$ cat config.mk
export PLATFORM = sky130hd
export DESIGN_NAME = prst_ctrl
export DESIGN_NICKNAME = d
export VERILOG_FILES = /design/src/rtl/prst_pkg.sv /design/src/rtl/prst_decode.sv /design/src/rtl/prst_state.sv /design/src/rtl/prst_rdport.sv /design/src/rtl/prst_ctrl.sv
export SDC_FILE = /design/constraint.sdc
export NUM_CORES = 1
export LEC_CHECK = 0
export BUFFER_PORTS_ARGS = -buffer_cell sky130_fd_sc_hd__buf_2
export CORE_MARGIN = 2
export CORE_UTILIZATION = 40
export DETAILED_ROUTE_END_ITERATION = 8
export GPL_TIMING_DRIVEN = 0
export MAX_ROUTING_LAYER = met4
export PLACE_DENSITY = 0.88
export RECOVER_POWER = 100
export SLEW_MARGIN = 15
export SYNTH_ARGS = -nofsm -noshare
export SYNTH_HDL_FRONTEND = slang
export SYNTH_HIERARCHICAL = 1
export SYNTH_SLANG_ARGS = --single-unit
$ cat constraint.sdc
create_clock -name clk -period 0.8 [get_ports clk]
set_input_delay 0.16 -clock clk [delete_from_list [all_inputs] [get_ports clk]]
set_output_delay 0.16 -clock clk [all_outputs]
set_load 0.02 [all_outputs]
$ cat src/rtl/prst_pkg.sv
package prst_pkg;

   localparam int REG_W = 32;

   typedef enum logic [1:0] {
      VW_LOAD = 2'd0,
      VW_SET  = 2'd1,
      VW_CLR  = 2'd2,
      VW_VOID = 2'd3
   } view_e;

   // Active positions: 0..8 always, 10..14 only with the wide map.
   function automatic logic [REG_W-1:0] active_mask(input bit full_map);
      logic [REG_W-1:0] m;
      m = '0;
      for (int i = 0; i < REG_W; i++) begin
         if (i <= 8)
            m[i] = 1'b1;
         else if (full_map && (i >= 10) && (i <= 14))
            m[i] = 1'b1;
      end
      return m;
   endfunction

endpackage

$ cat src/rtl/prst_decode.sv
module prst_decode
   import prst_pkg::*;
#(
   parameter int              ADDR_W    = 16,
   parameter logic [ADDR_W-1:0] BASE_ADDR = 16'h0060
) (
   input  logic              sel,
   input  logic              wr,
   input  logic              rd,
   input  logic              priv,
   input  logic [ADDR_W-1:0] addr,
   output logic              wr_go,
   output logic              rd_go,
   output view_e             view
);

   localparam int WIN_LSB = 4;

   logic in_win;

   always_comb begin
      in_win = sel
             && (addr[ADDR_W-1:WIN_LSB] == BASE_ADDR[ADDR_W-1:WIN_LSB])
             && (addr[1:0] == 2'b00);
      view   = view_e'(addr[3:2]);
      wr_go  = in_win && wr && priv && (view != VW_VOID);
      rd_go  = in_win && rd && (view != VW_VOID);
   end

endmodule

$ cat src/rtl/prst_state.sv
module prst_state
   import prst_pkg::*;
#(
   parameter bit FULL_MAP = 1'b1
) (
   input  logic             clk,
   input  logic             rst_n,
   input  logic             wr_go,
   input  view_e            view,
   input  logic [REG_W-1:0] wdata,
   output logic [REG_W-1:0] state
);

   localparam logic [REG_W-1:0] MASK = active_mask(FULL_MAP);

   logic [REG_W-1:0] nxt;

   always_comb begin
      unique case (view)
         VW_LOAD: nxt = wdata;
         VW_SET:  nxt = state | wdata;
         VW_CLR:  nxt = state & ~wdata;
         default: nxt = state;
      endcase
   end

   always_ff @(posedge clk or negedge rst_n) begin
      if (!rst_n)
         state <= '0;
      else if (wr_go)
         state <= nxt & MASK;
   end

   AST_RSV_ZERO: assert property (@(posedge clk) disable iff (!rst_n)
      (state & ~MASK) == '0);

   AST_SET_KEEPS: assert property (@(posedge clk) disable iff (!rst_n)
      (wr_go && view == VW_SET) |=> ((state & $past(state)) == $past(state)));

   AST_CLR_ADDS_NONE: assert property (@(posedge clk) disable iff (!rst_n)
      (wr_go && view == VW_CLR) |=> ((state & ~$past(state)) == '0));

   AST_IDLE_HOLD: assert property (@(posedge clk) disable iff (!rst_n)
      !wr_go |=> $stable(state));

endmodule

$ cat src/rtl/prst_rdport.sv
module prst_rdport
   import prst_pkg::*;
(
   input  logic             clk,
   input  logic             rst_n,
   input  logic             rd_go,
   input  logic [REG_W-1:0] state,
   output logic [REG_W-1:0] rdata
);

   always_ff @(posedge clk or negedge rst_n) begin
      if (!rst_n)
         rdata <= '0;
      else
         rdata <= rd_go ? state : '0;
   end

   AST_RD_LATENCY: assert property (@(posedge clk) disable iff (!rst_n)
      rd_go |=> (rdata == $past(state)));

   AST_RD_QUIET: assert property (@(posedge clk) disable iff (!rst_n)
      !rd_go |=> (rdata == '0));

endmodule

$ cat src/rtl/prst_ctrl.sv
module prst_ctrl
   import prst_pkg::*;
#(
   parameter int                ADDR_W    = 16,
   parameter logic [ADDR_W-1:0] BASE_ADDR = 16'h0060,
   parameter bit                FULL_MAP  = 1'b1
) (
   input  logic              clk,
   input  logic              rst_n,
   input  logic              bus_sel,
   input  logic              bus_wr,
   input  logic              bus_rd,
   input  logic              bus_priv,
   input  logic [ADDR_W-1:0] bus_addr,
   input  logic [31:0]       bus_wdata,
   output logic [31:0]       bus_rdata,
   output logic [31:0]       blk_rst
);

   localparam logic [REG_W-1:0] MASK = active_mask(FULL_MAP);

   if (ADDR_W < 5) begin : g_chk_aw
      $error("prst_ctrl: ADDR_W must be at least 5");
   end
   if (BASE_ADDR[3:0] != 4'h0) begin : g_chk_base
      $error("prst_ctrl: BASE_ADDR must be 16-byte aligned");
   end

   logic             wr_go;
   logic             rd_go;
   view_e            view;
   logic [REG_W-1:0] state;

   prst_decode #(
      .ADDR_W    (ADDR_W),
      .BASE_ADDR (BASE_ADDR)
   ) u_dec (
      .sel   (bus_sel),
      .wr    (bus_wr),
      .rd    (bus_rd),
      .priv  (bus_priv),
      .addr  (bus_addr),
      .wr_go (wr_go),
      .rd_go (rd_go),
      .view  (view)
   );

   prst_state #(
      .FULL_MAP (FULL_MAP)
   ) u_st (
      .clk   (clk),
      .rst_n (rst_n),
      .wr_go (wr_go),
      .view  (view),
      .wdata (bus_wdata),
      .state (state)
   );

   prst_rdport u_rd (
      .clk   (clk),
      .rst_n (rst_n),
      .rd_go (rd_go),
      .state (state),
      .rdata (bus_rdata)
   );

   for (genvar i = 0; i < REG_W; i++) begin : g_out
      if (MASK[i]) begin : g_act
         assign blk_rst[i] = ~state[i];
      end else begin : g_rsv
         assign blk_rst[i] = 1'b0;
      end
   end

   AST_NOPRIV_DROP: assert property (@(posedge clk) disable iff (!rst_n)
      (bus_sel && bus_wr && !bus_priv) |=> $stable(blk_rst));

   AST_VOID_DROP: assert property (@(posedge clk) disable iff (!rst_n)
      (bus_sel && bus_wr && bus_addr[3:2] == 2'b11) |=> $stable(blk_rst));

   AST_VOID_READ: assert property (@(posedge clk) disable iff (!rst_n)
      (bus_sel && bus_rd && bus_addr[3:2] == 2'b11) |=> (bus_rdata == '0));

endmodule

==> summary.md <==
| Metric | Value |
|---|---|
| R2R depth | `3` |
| Final setup viols | `74` |
| Core ar. | `between 0.005 and 0.006 mm^2` |
| Setup CP Type | `input pin to register` |
| Total CTS buffers | `5` |
| Number of antenna violations at the first check in global routing | `0` |
| Area growth syn-to-layout | `61.5%` |
| Crit-path max cell delay | `around 0.26 ns` |
| Remaining Overflow, GRT | `0` |
| WL per Instance | `12.0 um` |
| GPL Wtd Cong | `0.685` |
| Die Y-Extent | `76.0 um` |
| RR Endpoint | `u_st/state[1]$_DFFE_PN0P_` |
| Final hold viol count | `46` |
| First-pass GRT wire length | `7530 um` |
| Data arrival, critical path | `1.58 ns` |
| Final Core Density | `roughly two thirds` |
| Port bufs | `81` |
| Overall Power | `4160 uW` |
| Clock tree root buffer cell | `clkbuf_8` |
| Yosys warnings | `6` |
| Place WS | `-0.948 ns` |
| Design area | `about 0.0034 mm^2` |
| Clock Skew | `roughly 0.0065 ns` |
| Hold Path Class | `input pin to asynchronous set/reset pin` |
| Area share of the largest cell type after synthesis | `55.5%` |
| Via count | `1627` |
| Worst slew pin tran | `roughly 0.6 ns` |
| Setup TNS Final | `-21.04 ns` |
| Clock Pin Slew Worst Setup and Hold Paths | `0.08 ns` |
| Clk_lat worst skew | `a little under 0.3 ns` |
| Status | `finished, violations left` |
| Clock sinks | `46` |
| Via-to-Cell Ratio | `4.10` |
| Fmax | `0.711 GHz` |
| Flops & latches, synth | `46` |
| Die X | `76.0 um` |
| Initial Util | `41.1%` |
| Std-Cell Rows | `26` |
| Post-DP HPWL | `2970 um` |
| Post-DP Area | `0.00271 mm^2` |
| GRT Total Usage | `roughly 17%` |
| Share of cells above drive strength 1 | `between 60 and 70%` |
| Crit-path slowest cell | `nor2b_4` |
| Clk buf depth | `2` |
| Worst hold slack | `-0.0984 ns` |
| Tmin final | `1.41 ns` |
| Leakage | `between 0.0015 and 0.002 uW` |
| Post-synth top area cell | `dfrtp_1` |
| R2R setup slack | `-0.18 ns` |
| Vias in the first global route | `roughly 1600` |
| NumNets Final | `380` |
| Antenna diodes | `0` |
| Syn Inst Count | `180` |
| # IOs | `118` |
| Worst rel slew slack | `58.9%` |
| Startpoint types | `input pin` |
| Average size of a mapped cell | `around 12 um^2` |
| Starting DRC count in detailed routing | `55` |
| Largest net degree at the start of global routing | `between 40 and 50` |
| R2R Path Start | `u_st/state[1]$_DFFE_PN0P_` |
| Ranking of synthesized cells by area | `dfrtp_1, buf_4, and2_2` |
| Register area share after synthesis | `55.5%` |
| H-tree depth | `2` |
| Critical Path Start | `bus_addr[12]` |
| Routed Antenna Nets | `0` |
| Cell count along the critical path | `8` |
| Worst-path cell chain | `buf_6 > nor4b_4 > nand4_1 > nor3_2 > nor2b_4 > buf_6 > o21ai_2 > a22o_1` |
| Final Cycle Share | `176%` |
| PwrDens | `1240 mW/mm^2` |
| Failing checks | `negative hold slack, negative setup slack` |
| Final WS setup | `-0.607 ns` |
| Final slew viol count | `0` |
| Final wirelength | `4750 um` |
| Commonest non-fill, non-tap cell in the layout | `buf_4` |
| Drt drc | `0` |
| Peak VDD IR | `around 650 uV` |
| Req. time, crit path | `0.97 ns` |
| Buf/Inv on CP | `2` |
| Crit Path Max Fanout | `6` |
| Die area | `0.00578 mm^2` |
| Initial DRT Pass Iterations | `4` |
| Max cap viols | `0` |
| Area of the mapped netlist | `0.00207 mm^2` |
| RSZ-0062 raised after global routing | `true` |
| # hold bufs at CTS | `0` |
| CTS tree | `yes` |
| Critical Path End Type | `register` |
| Fillers | `376` |
| Most frequent cells in the layout | `buf_4, buf_6, dfrtp_1` |
| Cell variety after synth | `21` |
| Crit path top cell by count | `buf_6` |
| Crit path max-delay family | `simple AND/OR/NAND/NOR gates` |
==> repair_timing <==
action	in CTS	in global routing
resized for setup	100	29
hold endpoints to repair	0	46
buffers inserted	13	8
endpoints found under the setup margin	74	120
pin swaps	4	5
cloned	1	2
==> registers in the layout (all words and copies together) (netlist names) <==
name        count
u_rd/rdata     32
u_st/state     14
==> area by class of cell <==
class / count / area, um^2 / share of cell area [%]
Clock inverter: 1 / 5.00 / 0.149
Inverter: 16 / 60.1 / 1.79
Sequential cell: 46 / 1150 / 34.4
Tap cell: 70 / 87.6 / 2.61
Clock buffer: 7 / 86.3 / 2.58
Buffer: 44 / 347 / 10.3
Timing Repair Buffer: 105 / 903 / 27.0
Multi-Input combinational cell: 108 / 711 / 21.2
==> metal layers <==
| metal | track usage (%) | part of all wire (%) | vias to the layer above |
|---|---|---|---|
| met3 | 3.08 | 5.6 | 11 |
| met2 | 30.2 | 54 | 80 |
| met4 | 7.82 | 2.8 | 0 |
| li1 | - | - | 793 |
| met1 | 18.6 | 38 | 743 |
| met5 | - | 0 | - |
==> cell families (layout without fill, tap and decap cells) <==
logic type             count (synthesis)  count (layout)  share of synthesized area (%)
buffers and inverters                 60             173                           19.0
DFF                                   46              46                           55.5
and+or+nand+nor                       44              44                           15.5
AOI/OAI and AO/OA                     28              28                           9.65
other                                  2              36                          0.362
==> where the power goes <==
group	switching (uW)	total, uW	internal (uW)	leakage [uW]
combinational	217	419	202	0.00113
sequential	0.0749	2320	2320	0.000643
clock	718	1410	697	0.0000482
==> synthesized netlist by cell type, drive strengths merged <==
cell     n
o21ai   14
a22o    14
nand4    1
and2    32
nand2    2
nor4     1
dfrtp   46
nor2b    2
nand3    1
nor4b    1
buf     41
inv     16
conb     2
clkbuf   3
nor3     3
nor2     1
==> worst max-delay path by stage <==
stage | to | slack [ns]
5_1_grt | u_st/state[1]$_DFFE_PN0P_ | -0.72
3_5_place_dp | u_rd/rdata[13]$_DFF_PN0_ | -0.95
3_3_place_gp | u_rd/rdata[10]$_DFF_PN0_ | -0.95
2_1_floorplan | u_st/state[0]$_DFFE_PN0P_ | -0.57
4_1_cts | u_st/state[13]$_DFFE_PN0P_ | -0.61
6_report | u_st/state[1]$_DFFE_PN0P_ | -0.61
==> stage by stage <==
| stage | hold WS, ns | cells |
|---|---|---|
| after floorplan | -0.136 | 214 |
| after global placement | 0.362 | 365 |
| after detailed placement | 0.383 | 365 |
| after CTS | 0.0550 | 387 |
| after global routing | -0.0559 | 397 |
| final | -0.0984 | 397 |
Note: power is estimated with default switching activity, not from simulation.
